===== config.mk =====
export PLATFORM = sky130hd
export DESIGN_NAME = tdm_pair_merger
export DESIGN_NICKNAME = d
export VERILOG_FILES = /design/src/rtl/tdm_merge_pkg.sv /design/src/rtl/tdm_rst_sync.sv /design/src/rtl/tdm_frame_tracker.sv /design/src/rtl/tdm_edge_launch.sv /design/src/rtl/tdm_pair_merger.sv
export SDC_FILE = /design/constraint.sdc
export NUM_CORES = 1
export LEC_CHECK = 0
export BUFFER_PORTS_ARGS = -buffer_cell sky130_fd_sc_hd__buf_2
export CAP_MARGIN = 20
export CELL_PAD_IN_SITES_DETAIL_PLACEMENT = 1
export CELL_PAD_IN_SITES_GLOBAL_PLACEMENT = 1
export CORE_MARGIN = 2
export CORE_UTILIZATION = 38
export DETAILED_ROUTE_END_ITERATION = 8
export PLACE_DENSITY_LB_ADDON = 0.1
export RECOVER_POWER = 50
export SYNTH_ARGS = -nofsm -noshare
export SYNTH_HDL_FRONTEND = slang
export SYNTH_SLANG_ARGS = --single-unit

===== constraint.sdc =====
create_clock -name bclk -period 0.8 [get_ports bclk]
set_input_delay 0.04 -clock bclk [delete_from_list [all_inputs] [get_ports bclk]]
set_output_delay 0.04 -clock bclk [all_outputs]
set_load 0.1 [all_outputs]

===== src/rtl/tdm_merge_pkg.sv =====
`timescale 1ns/1ps
package tdm_merge_pkg;
  localparam int DEF_FRAME_BITS = 256;
  localparam int DEF_HALF_BITS  = 16;

  typedef enum logic {
    SRC_A = 1'b0,
    SRC_B = 1'b1
  } src_e;
endpackage


===== src/rtl/tdm_rst_sync.sv =====
`timescale 1ns/1ps
module tdm_rst_sync #(
  parameter int STAGES = 2
) (
  input  logic clk,
  input  logic arst_n,
  output logic srst_n
);
  logic [STAGES-1:0] shift_q;
  logic [STAGES-1:0] shift_d;

  always_comb begin
    shift_d = {shift_q[STAGES-2:0], 1'b1};
  end

  always_ff @(posedge clk or negedge arst_n) begin
    if (!arst_n) shift_q <= '0;
    else         shift_q <= shift_d;
  end

  assign srst_n = shift_q[STAGES-1];
endmodule


===== src/rtl/tdm_frame_tracker.sv =====
`timescale 1ns/1ps
module tdm_frame_tracker #(
  parameter int FRAME_BITS = tdm_merge_pkg::DEF_FRAME_BITS,
  localparam int CW = $clog2(FRAME_BITS)
) (
  input  logic          clk,
  input  logic          rst_n,
  input  logic          fs_in,
  output logic [CW-1:0] next_pos_q,
  output logic          locked_q,
  output logic          err_q
);
  logic [CW-1:0] next_pos_d;
  logic          locked_d;
  logic          err_d;
  logic          at_start;

  assign at_start = (next_pos_q == '0);

  always_comb begin
    next_pos_d = (next_pos_q == CW'(FRAME_BITS - 1)) ? '0 : next_pos_q + CW'(1);
    locked_d   = locked_q;
    err_d      = 1'b0;
    if (fs_in) begin
      next_pos_d = CW'(1);
      locked_d   = 1'b1;
      err_d      = locked_q && !at_start;
    end else if (locked_q && at_start) begin
      locked_d   = 1'b0;
      err_d      = 1'b1;
    end
  end

  always_ff @(posedge clk or negedge rst_n) begin
    if (!rst_n) begin
      next_pos_q <= '0;
      locked_q   <= 1'b0;
      err_q      <= 1'b0;
    end else begin
      next_pos_q <= next_pos_d;
      locked_q   <= locked_d;
      err_q      <= err_d;
    end
  end
endmodule


===== src/rtl/tdm_edge_launch.sv =====
`timescale 1ns/1ps
module tdm_edge_launch #(
  parameter int FRAME_BITS = tdm_merge_pkg::DEF_FRAME_BITS,
  parameter int HALF_BITS  = tdm_merge_pkg::DEF_HALF_BITS,
  localparam int CW   = $clog2(FRAME_BITS),
  localparam int HB_W = $clog2(HALF_BITS)
) (
  input  logic                clk,
  input  logic                rst_n,
  input  logic [CW-1:0]       next_pos,
  input  logic                locked,
  output tdm_merge_pkg::src_e sel_q,
  output logic                fsb_q
);
  import tdm_merge_pkg::*;

  src_e sel_d;
  logic fsb_d;

  always_comb begin
    sel_d = (locked && next_pos[HB_W]) ? SRC_B : SRC_A;
    fsb_d = locked && (next_pos == CW'(HALF_BITS));
  end

  always_ff @(negedge clk or negedge rst_n) begin
    if (!rst_n) begin
      sel_q <= SRC_A;
      fsb_q <= 1'b0;
    end else begin
      sel_q <= sel_d;
      fsb_q <= fsb_d;
    end
  end
endmodule


===== src/rtl/tdm_pair_merger.sv =====
`timescale 1ns/1ps
module tdm_pair_merger #(
  parameter int FRAME_BITS = tdm_merge_pkg::DEF_FRAME_BITS,
  parameter int HALF_BITS  = tdm_merge_pkg::DEF_HALF_BITS
) (
  input  logic bclk,
  input  logic rst_n,
  input  logic fs_host,
  input  logic sd_a,
  input  logic sd_b,
  output logic fs_b_out,
  output logic sel_out,
  output logic sd_out,
  output logic frame_err
);
  import tdm_merge_pkg::*;
  localparam int CW = $clog2(FRAME_BITS);

  logic          srst_n;
  logic [CW-1:0] next_pos;
  logic          locked;
  src_e          sel_src;

  tdm_rst_sync #(.STAGES(2)) u_rst (
    .clk    (bclk),
    .arst_n (rst_n),
    .srst_n (srst_n)
  );

  tdm_frame_tracker #(.FRAME_BITS(FRAME_BITS)) u_track (
    .clk        (bclk),
    .rst_n      (srst_n),
    .fs_in      (fs_host),
    .next_pos_q (next_pos),
    .locked_q   (locked),
    .err_q      (frame_err)
  );

  tdm_edge_launch #(.FRAME_BITS(FRAME_BITS), .HALF_BITS(HALF_BITS)) u_launch (
    .clk      (bclk),
    .rst_n    (srst_n),
    .next_pos (next_pos),
    .locked   (locked),
    .sel_q    (sel_src),
    .fsb_q    (fs_b_out)
  );

  assign sel_out = (sel_src == SRC_B);
  assign sd_out  = (sel_src == SRC_B) ? sd_b : sd_a;
endmodule


[Yosys cells after proc, flatten, opt, wreduce, memory -nomap -nowiden]
Index checks and enable logic that the tools add are counted.
Storage, ports and cells
  input port bits: 5
  register bits after elaboration: 14
  output and inout bits: 4
  logic and storage cells: 24
Cells by class
  reductions and logical operators: 7
  muxes and demuxes: 8
  $add $sub $neg: 1
  eq/ne operators: 2
Operator list (number)
  two-way mux 8 bit: 2
  adder 8 x 1 -> 8 bit, second input constant: 1
  equality test 8 x 5 -> 1 bit, second input constant: 1
  equality test 8 bit, second input constant: 1
  logical NOT 8 bit: 1
  two-way mux 1 bit: 6
  logical AND 1 bit: 4
  nonzero test 2 bit: 1
  logical NOT 1 bit: 1

[Depth between registers and ports, before layout]
Gate-level depths: netlist of the first run.
  word-level depth: 4
  mapped depth: 5

[Cells and area by module]
A second synthesis of the first run with hierarchy kept.
Unflattened totals
  cells, all modules: 61
  area total of the unflattened synthesis: 646.9 um^2
Modules (own cells, without submodules)
  tdm_frame_tracker: times used 1, area each 504.2 um^2, cells an instance 51
  tdm_edge_launch: times used 1, area each 73.8 um^2, cells an instance 6
  tdm_rst_sync: times used 1, area each 53.8 um^2, cells an instance 3
  tdm_pair_merger: times used 1, area each 15.0 um^2, cells an instance 1

==> results by stage, run 1 <==
Worst setup path:
- Among all stages on the critical path, the largest delay is contributed by sky130_fd_sc_hd__dfrtn_1.
- The number of stages on the worst setup path is 2.
- The delay of the slowest critical-path stage is 0.43 ns.
- The worst-case reg-to-reg path depth is 4.
- The startpoint identified for the worst register-to-register timing path is u_track.next_pos_q[0].
- Walking the worst path, the cells encountered are mux2_4, buf_12.
- The kind of start point of the critical path is a flip-flop.
- Data arrives at the worst endpoint at 1.61 ns.
- The worst setup path is captured at an output pin.
- Grouping stages by cell kind, the critical path spends the most delay in flip-flops.
- In this run the worst path has a maximum fanout of 2.
- The termination of the worst setup path is sd_out.
- The worst setup path is of the reg2out kind.
- For flop-to-flop paths, the worst setup slack is -0.59 ns.
- The required time of the critical path is 0.76 ns.
- The timing startpoint of the critical path is u_launch.sel_q.
- The number of buffers and inverters on the critical path is 1.
- The destination of the worst register-to-register timing path is u_launch.fsb_q.

Yosys:
- The synthesized netlist devotes 3.96% of its cell area to XOR and XNOR gates.
- For this run, the leading register cell type out of synthesis is sky130_fd_sc_hd__dfrtp_1.
- The compound-cell area share of the yosys netlist is 6.42%.
- After Yosys synthesis, and, or, nand and nor cells account for 24.7% of the synthesized area.
- The number of different library cells in the post-synthesis netlist is 30.
- After synthesis, the largest family of logic cells by area is simple AND/OR/NAND/NOR gates.
- The mapped netlist covers 663 µm².
- The average instance area after synthesis is 11.2 µm².
- The number of cells produced by synthesis is 59.
- The count of synthesis-stage warnings from yosys is 0.
- The adder and majority cell fraction of the synthesized area is 3.77%.
- The synthesized design contains 0 enable-type register cells.
- After synthesis the netlist holds a flip-flop and latch count of 14.
- In the synthesized netlist, mux cells make up 5.47% of the area.
- The register area share after synthesis is 52.8%.
- The net count after synthesis is 66.
- In the synthesized netlist the async set-or-reset flop fraction comes to 100%.

Clocking:
- The TritonCTS clock tree is yes.
- The clock net in this run drives a total of 14 sinks.
- TritonCTS created 3 clock buffers.
- The latest clock arrival within the worst-skew pair is 0.28 ns.
- The cell at the root of the clock tree is sky130_fd_sc_hd__clkbuf_4.
- The clock-pin slew on the worst setup and hold paths is 0.09 ns.
- The maximum count of clock buffers along a single path is 2.
- The H-tree depth is 1.

Drt:
- After detailed routing, the number of vias per cell comes to 5.19.
- The number of remaining DRC errors is 0.
- The length of the first detailed-routing pass in iterations is 2.
- The routed wire length is 1.92 mm.
- In the final routed layout, each cell accounts on average for 17.6 µm.
- For this block, the initial DRC count from the detailed router was 2.
- The count of antenna-violating nets left after detailed routing is 0.
- Detailed routing inserted a total of 566 vias.

GRT:
- Entering global routing, the biggest net connects 12 pins.
- The total overflow reported by the global router is 0.
- The number of antenna violations at the first check in global routing is 0.
- The global-route wire length before repair is 2.68 mm.
- Global routing used 20.1% of the available tracks.
- The via count of the first global-routing pass is 575.

Final layout:
- The net count of the finished layout is 100.
- The final core utilization is 64.1%.
- The number of antenna diodes in the final layout is 0.
- The synthesis-to-finish area growth is 63.2%.
- After routing the design area is 1080 µm².
- The most common cell after layout, fill and taps aside is sky130_fd_sc_hd__buf_4.
- The share of final-layout standard cells stronger than drive strength 1 is 56.5%.
- In the layout the commonest cells are sky130_fd_sc_hd__buf_4 (13), sky130_fd_sc_hd__dfrtp_1 (9), sky130_fd_sc_hd__buf_6 (6), sky130_fd_sc_hd__nor2_1 (5), sky130_fd_sc_hd__buf_12 (4).
- The fill cell total of the finished layout is 178.

Hold path:
- The worst hold path belongs to the class in2reg.

Die:
- The overall die width is 45.8 µm.
- The die outline area is 2100 µm².
- The total core area is 1690 µm².
- From bottom edge to top edge, the die measures 45.8 µm.
- The site row count is 15.
- In this run the count of I/O pins placed on the die edge is 9.
- For this configuration, the core starts out at a cell density of 39.3%.

Placed design:
- In this run the cell area measured after placement is 931 µm².
- Routability-driven placement finished with a final weighted congestion of 0.763.
- Input and output buffers added on the ports amount to 8.
- The half-perimeter wire length after placement is 1.12 mm.

Run status:
- The run finished, with violations left.
- The final reports fail on setup timing.

Power and ir drop:
- For this design the static power due to leakage is 0.000516 µW.
- IR analysis of the VDD net gives a maximum drop of 0.000977 V.
- The power density relative to cell area is 1500 nW/µm².

Timing:
- The final setup slack of the worst path is -0.849 ns.
- The worst setup skew after layout is 0.0112 ns.
- The total count of hold-check failures in the final report was 0.
- Setup repair after global routing could not meet its margin everywhere.
- The final count of pins violating max slew is 0.
- The setup-violating endpoint count in the final report is 16.

Job:
- Across the run, the number of max-cap violations was 0.
where the power goes:
| group | internal [µW] | switching (µW) | leakage (µW) | total, µW |
|---|---|---|---|---|
| clock network | 194 | 223 | 0.0000150 | 416 |
| logic | 209 | 219 | 0.000326 | 428 |
| registers | 747 | 37.2 | 0.000175 | 784 |
cell usage after synthesis (2+ instances only):
library cell | count | area [µm²]
sky130_fd_sc_hd__a21o_1 | 2 | 15.0
sky130_fd_sc_hd__and2_1 | 2 | 12.5
sky130_fd_sc_hd__dfrtn_1 | 2 | 50.1
sky130_fd_sc_hd__dfrtp_1 | 12 | 300
sky130_fd_sc_hd__ha_1 | 2 | 25.0
sky130_fd_sc_hd__inv_1 | 3 | 11.3
sky130_fd_sc_hd__nand2_1 | 2 | 7.51
sky130_fd_sc_hd__nand3_1 | 3 | 15.0
sky130_fd_sc_hd__nor2_1 | 5 | 18.8
sky130_fd_sc_hd__nor2b_1 | 4 | 25.0
sky130_fd_sc_hd__nor3_1 | 2 | 10.0
sky130_fd_sc_hd__xnor2_1 | 2 | 17.5
metal layers:
metal	part of all wire (%)	vias up	global-route usage, %
met3	2.0	4	5.95
li1	-	270	-
met4	2.0	0	12.0
met2	59	10	33.8
met1	37	282	22.1
met5	0	-	0
worst register-to-register path, stage by stage (launching register included):
cell and delay [ns]:
sky130_fd_sc_hd__dfrtp_1 0.39, sky130_fd_sc_hd__inv_2 0.07, sky130_fd_sc_hd__ha_4 0.16, sky130_fd_sc_hd__nor2b_4 0.12, sky130_fd_sc_hd__and4_1 0.14
through the flow:
step | total power, µW | setup TNS, ns | hold WS, ns | setup slack [ns] | cells
after floorplan | 996 | -5.65 | -0.256 | -1.12 | 59
after global placement | 1120 | -5.08 | -0.175 | -0.624 | 96
after detailed placement | 1130 | -5.29 | -0.172 | -0.650 | 96
after CTS | 1630 | -6.94 | 0.0596 | -0.857 | 106
after global routing | 1720 | -7.45 | 0.115 | -0.892 | 109
final | 1630 | -6.74 | 0.117 | -0.849 | 109
flip-flops by register name (all words and copies together), names as in the netlist:
| name | flops |
|---|---|
| u_launch.fsb_q | 1 |
| u_launch.sel_q | 1 |
| u_rst.shift_q | 2 |
| u_track.err_q | 1 |
| u_track.locked_q | 1 |
| u_track.next_pos_q | 8 |
area by class of cell:
type	count	area, µm²	share of cell area, %
multi-input combinational	41	387	35.7
clock buffer	4	26.3	2.43
sequential	14	354	32.7
timing repair buffer	30	283	26.1
inverter	3	11.3	1.04
tap	17	21.3	1.97
cells by family after synthesis:
group | Yosys count
adder cells (fa/ha/maj) | 2
flip-flops | 14
XOR/XNOR | 3
multiplexers | 3
AO/OA/AOI/OAI | 6
other | 1
buffers and inverters | 4
AND/OR/NAND/NOR | 26
what timing repair did:
item | CTS | global route
setup buffers | 6 | 7
hold buffers | 1 | 0
endpoints found under the hold margin | 2 | 0
gates resized for setup | 16 | 3
endpoints found under the setup margin | 16 | 16
pin swaps | 6 | 4
worst min-delay path by stage:
stage,start,endpoint,slack [ns],cells after the start
final,fs_host,u_track.next_pos_q[7],0.12,3
after global routing,rst_n,u_rst.shift_q[0],0.12,2
after CTS,rst_n,u_rst.shift_q[0],0.06,2
after detailed placement,rst_n,u_rst.shift_q[0],-0.17,1
after global placement,rst_n,u_rst.shift_q[1],-0.17,1
after floorplan,rst_n,u_rst.shift_q[0],-0.26,0
Note: power is estimated with default switching activity, not from simulation.
==> run 2, diff against run 1 <==
ABC_AREA = 1   (was default)
CELL_PAD_IN_SITES_DETAIL_PLACEMENT = 2   (was 1)
CELL_PAD_IN_SITES_GLOBAL_PLACEMENT = 2   (was 1)
CORE_UTILIZATION = 28   (was 38)
==> results by stage, run 2 <==
Drt:
- The count of antenna-violating nets left after detailed routing is 0.
- In this run, the number of DRC markers left after iteration 0 of detailed routing was 3.
- Summing over every cut layer, the via total after detailed routing is 673.
- The number of remaining DRC errors is 0.
- The first detailed-routing pass took 4 iterations.
- After detailed routing, the total wire length is 2.70 mm.
- After detailed routing, the average wire length per cell comes to 18.4 µm.
- Dividing the detail-routed via count by the number of cells gives 4.58.

Yosys:
- The number of different library cells in the post-synthesis netlist is 19.
- For this run, the register share of the synthesized area comes to 51.9%.
- The number of enable flip-flop cells after synthesis is 0.
- By area the synthesized netlist is led by sky130_fd_sc_hd__dfrtp_1 (45%), sky130_fd_sc_hd__nand2_1 (11%), sky130_fd_sc_hd__nor2_1 (7.8%).
- The area share of the leading cell type in the synthesized netlist is 44.5%.
- The count of synthesis-stage warnings from yosys is 0.
- The flip-flop cell with the highest count after synthesis is sky130_fd_sc_hd__dfrtp_1.
- The total of flip-flops plus latches after synthesis is 14.
- The leading area contributor after synthesis is sky130_fd_sc_hd__dfrtp_1.
- The library cell with the highest instance count after synthesis is sky130_fd_sc_hd__nand2_1.
- The average instance area after synthesis is 8.33 µm².
- The commonest cells after synthesis are sky130_fd_sc_hd__nand2_1 (20), sky130_fd_sc_hd__nor2_1 (14), sky130_fd_sc_hd__dfrtp_1 (12).
- After synthesis, the share of flip-flops with an asynchronous set or reset is 100%.
- The post-synthesis cell area is 674 µm².
- Counting every net in the synthesized netlist gives 88.
- The number of cells produced by synthesis is 81.

Clocking:
- The maximum count of clock buffers along a single path is 2.
- The H-tree depth is 1.
- The tree is rooted in a sky130_fd_sc_hd__clkbuf_4.
- The TritonCTS clock tree is yes.
- In this run, CTS created clock tree buffers numbering 3.
- The tree built by TritonCTS fans out to 14 sinks.
- The clock-pin slew on the worst setup and hold paths is 0.09 ns.
- The latest clock arrival within the worst-skew pair is 0.28 ns.

Worst setup path:
- The kind of critical path is reg2out.
- The critical path endpoint category is an output pin.
- STA classifies the critical path startpoint as a flip-flop.
- Data on the critical path is required at its endpoint by 0.76 ns.
- The maximum fanout along the worst path is 2.
- The worst register-to-register path has a depth of 4.
- The data arrival time of the worst path is 1.62 ns.

Die:
- The site row count is 17.
- The floorplan step defined a die boundary enclosing 2820 µm².
- The number of primary I/O pins is 9.
- The overall die width is 53.1 µm.
- The region available for standard cell placement spans 2250 µm².
- Once the floorplan was initialized, standard cells occupied 29.9% of the core.
- The die is 53.1 µm tall.

Placed design:
- The setup slack at placement is -0.657 ns.
- Once detailed placement completed, the half-perimeter wirelength came to 1.51 mm.
- Counting tap cells, the placed design contains a total of 135 instances.
- The port buffer count is 8.
- The cell area reported after detailed placement is 960 µm².
- The congestion estimate from routability-driven global placement came to 0.738.

Power and ir drop:
- For this design the static power due to leakage is 0.000570 µW.
- Dividing total power by cell area gives a power density of 1390 nW/µm².
- The peak ir drop on the vdd network is 0.00113 V.

Hold path:
- Along the worst hold path, the cell count comes to 3.
- The path type of the worst min-delay path is in2reg.

Final layout:
- The library cell used most frequently in the layout, excluding fill and tap cells, is sky130_fd_sc_hd__buf_4.
- The total area of multi-input combinational cells is 425 µm².
- The number of diodes added for antenna fixing is 0.
- In the layout the commonest cells are sky130_fd_sc_hd__buf_4 (16), sky130_fd_sc_hd__nand2_1 (14), sky130_fd_sc_hd__dfrtp_1 (11), sky130_fd_sc_hd__nor2_2 (8).
- u_track.next_pos_q holds more flip-flops than any other register.
- Cells fill 53.3% of the core in the end.
- The final layout contains 127 nets.
- The synthesis-to-finish area growth is 78.3%.
- The sequential cells in the finished layout cover a total of 352 µm².
- The number of flip-flops in the largest register is 8.
- The share of final-layout standard cells stronger than drive strength 1 is 61.3%.
- The final cell area excluding filler cells is 1200 µm².
- The number of non-filler instances in the completed layout is 147.
- The largest registers in the layout are u_track.next_pos_q (8), u_rst.shift_q (2).
- The fill cell total of the finished layout is 236.

Job:
- Across the run, the number of max-cap violations was 0.

GRT:
- Entering global routing, the biggest net connects 11 pins.
- The number of antenna violations at the first check in global routing is 0.
- For this run the aggregate overflow at the end of global routing stands at 0.
- The via count of the first global-routing pass is 794.
- The first global-routing pass estimated 4.22 mm of wire.
- For this run, the total global-route usage over all layers was measured as 22.7%.

Timing:
- Setup repair after global routing could not meet its margin everywhere.
- Once routing completed, OpenROAD measured the worst setup slack at -0.864 ns.
- The final count of pins violating max slew is 0.
- The setup-violating endpoint count in the final report is 16.
- The total count of hold-check failures in the final report is 0.
- Between clock sinks in the finished design, the worst skew comes to 0.00337 ns.

Run status:
- The flow ran to the end, but the final reports show violations.
- The checks that failed: setup timing.
## run 2: per-layer routing
metal / GRT usage, % / part of all wire (%)
met1: 27.6 / 43
met2: 40.4 / 55
met3: 3.39 / 0.93
met4: 7.69 / 0.37
met5: 0 / 0
## run 2: stage by stage
step / setup TNS, ns / power [µW] / hold slack, ns
2_1_floorplan: -4.91 / 974 / -0.256
3_3_place_gp: -5.00 / 1100 / -0.174
3_5_place_dp: -5.43 / 1120 / -0.172
4_1_cts: -6.47 / 1640 / 0.00949
5_1_grt: -7.74 / 1760 / 0.0109
6_report: -6.89 / 1670 / 0.0279
## run 2: path summary, 6_finish.rpt
path,from,endpoint,slack (ns)
setup / recovery,u_launch.sel_q,sd_out,-0.86
hold / removal,fs_host,u_track.err_q,0.03
setup reg to reg,u_track.next_pos_q[0],u_launch.fsb_q,-0.50
hold reg to reg,u_rst.shift_q[1],u_track.locked_q,0.32
max in group asynchronous,u_rst.shift_q[1],u_track.err_q,0.23
min in group asynchronous,rst_n,u_rst.shift_q[1],0.10
## run 2: what timing repair did
| action | CTS | global route |
|---|---|---|
| hold buffers | 2 | 0 |
| gates resized for setup | 26 | 18 |
| buffers inserted | 6 | 2 |
| endpoints found under the setup margin | 16 | 16 |
| pin swaps | 9 | 9 |
| hold endpoints to repair | 4 | 0 |
## run 2: layout make-up
cell class | count | area share (%)
Multi-Input combinational cell | 56 | 35.4
Sequential cell | 14 | 29.2
Timing Repair Buffer | 34 | 26.8
Inverter | 11 | 3.43
Tap cell | 28 | 2.91
Clock buffer | 4 | 2.19
## run 2: report_power, final
part	total, µW	internal, µW	switching [µW]
combinational	456	191	265
clock	438	193	244
sequential	772	744	27.9
total	1670	1130	537
## run 2: logic make-up after synthesis
family	Yosys count	synth area share, %
other cells	1	0.556
fa+ha+maj	2	3.71
compound gates	3	2.22
buf+inv	11	6.12
simple gates	48	32.5
xor+xnor	1	1.30
mux	1	1.67
flops	14	51.9
## run 2: worst max-delay path: stages (launching register included)
cell	delay, ns
sky130_fd_sc_hd__dfrtn_1	0.44
sky130_fd_sc_hd__mux2_4	0.33
sky130_fd_sc_hd__buf_12	0.17
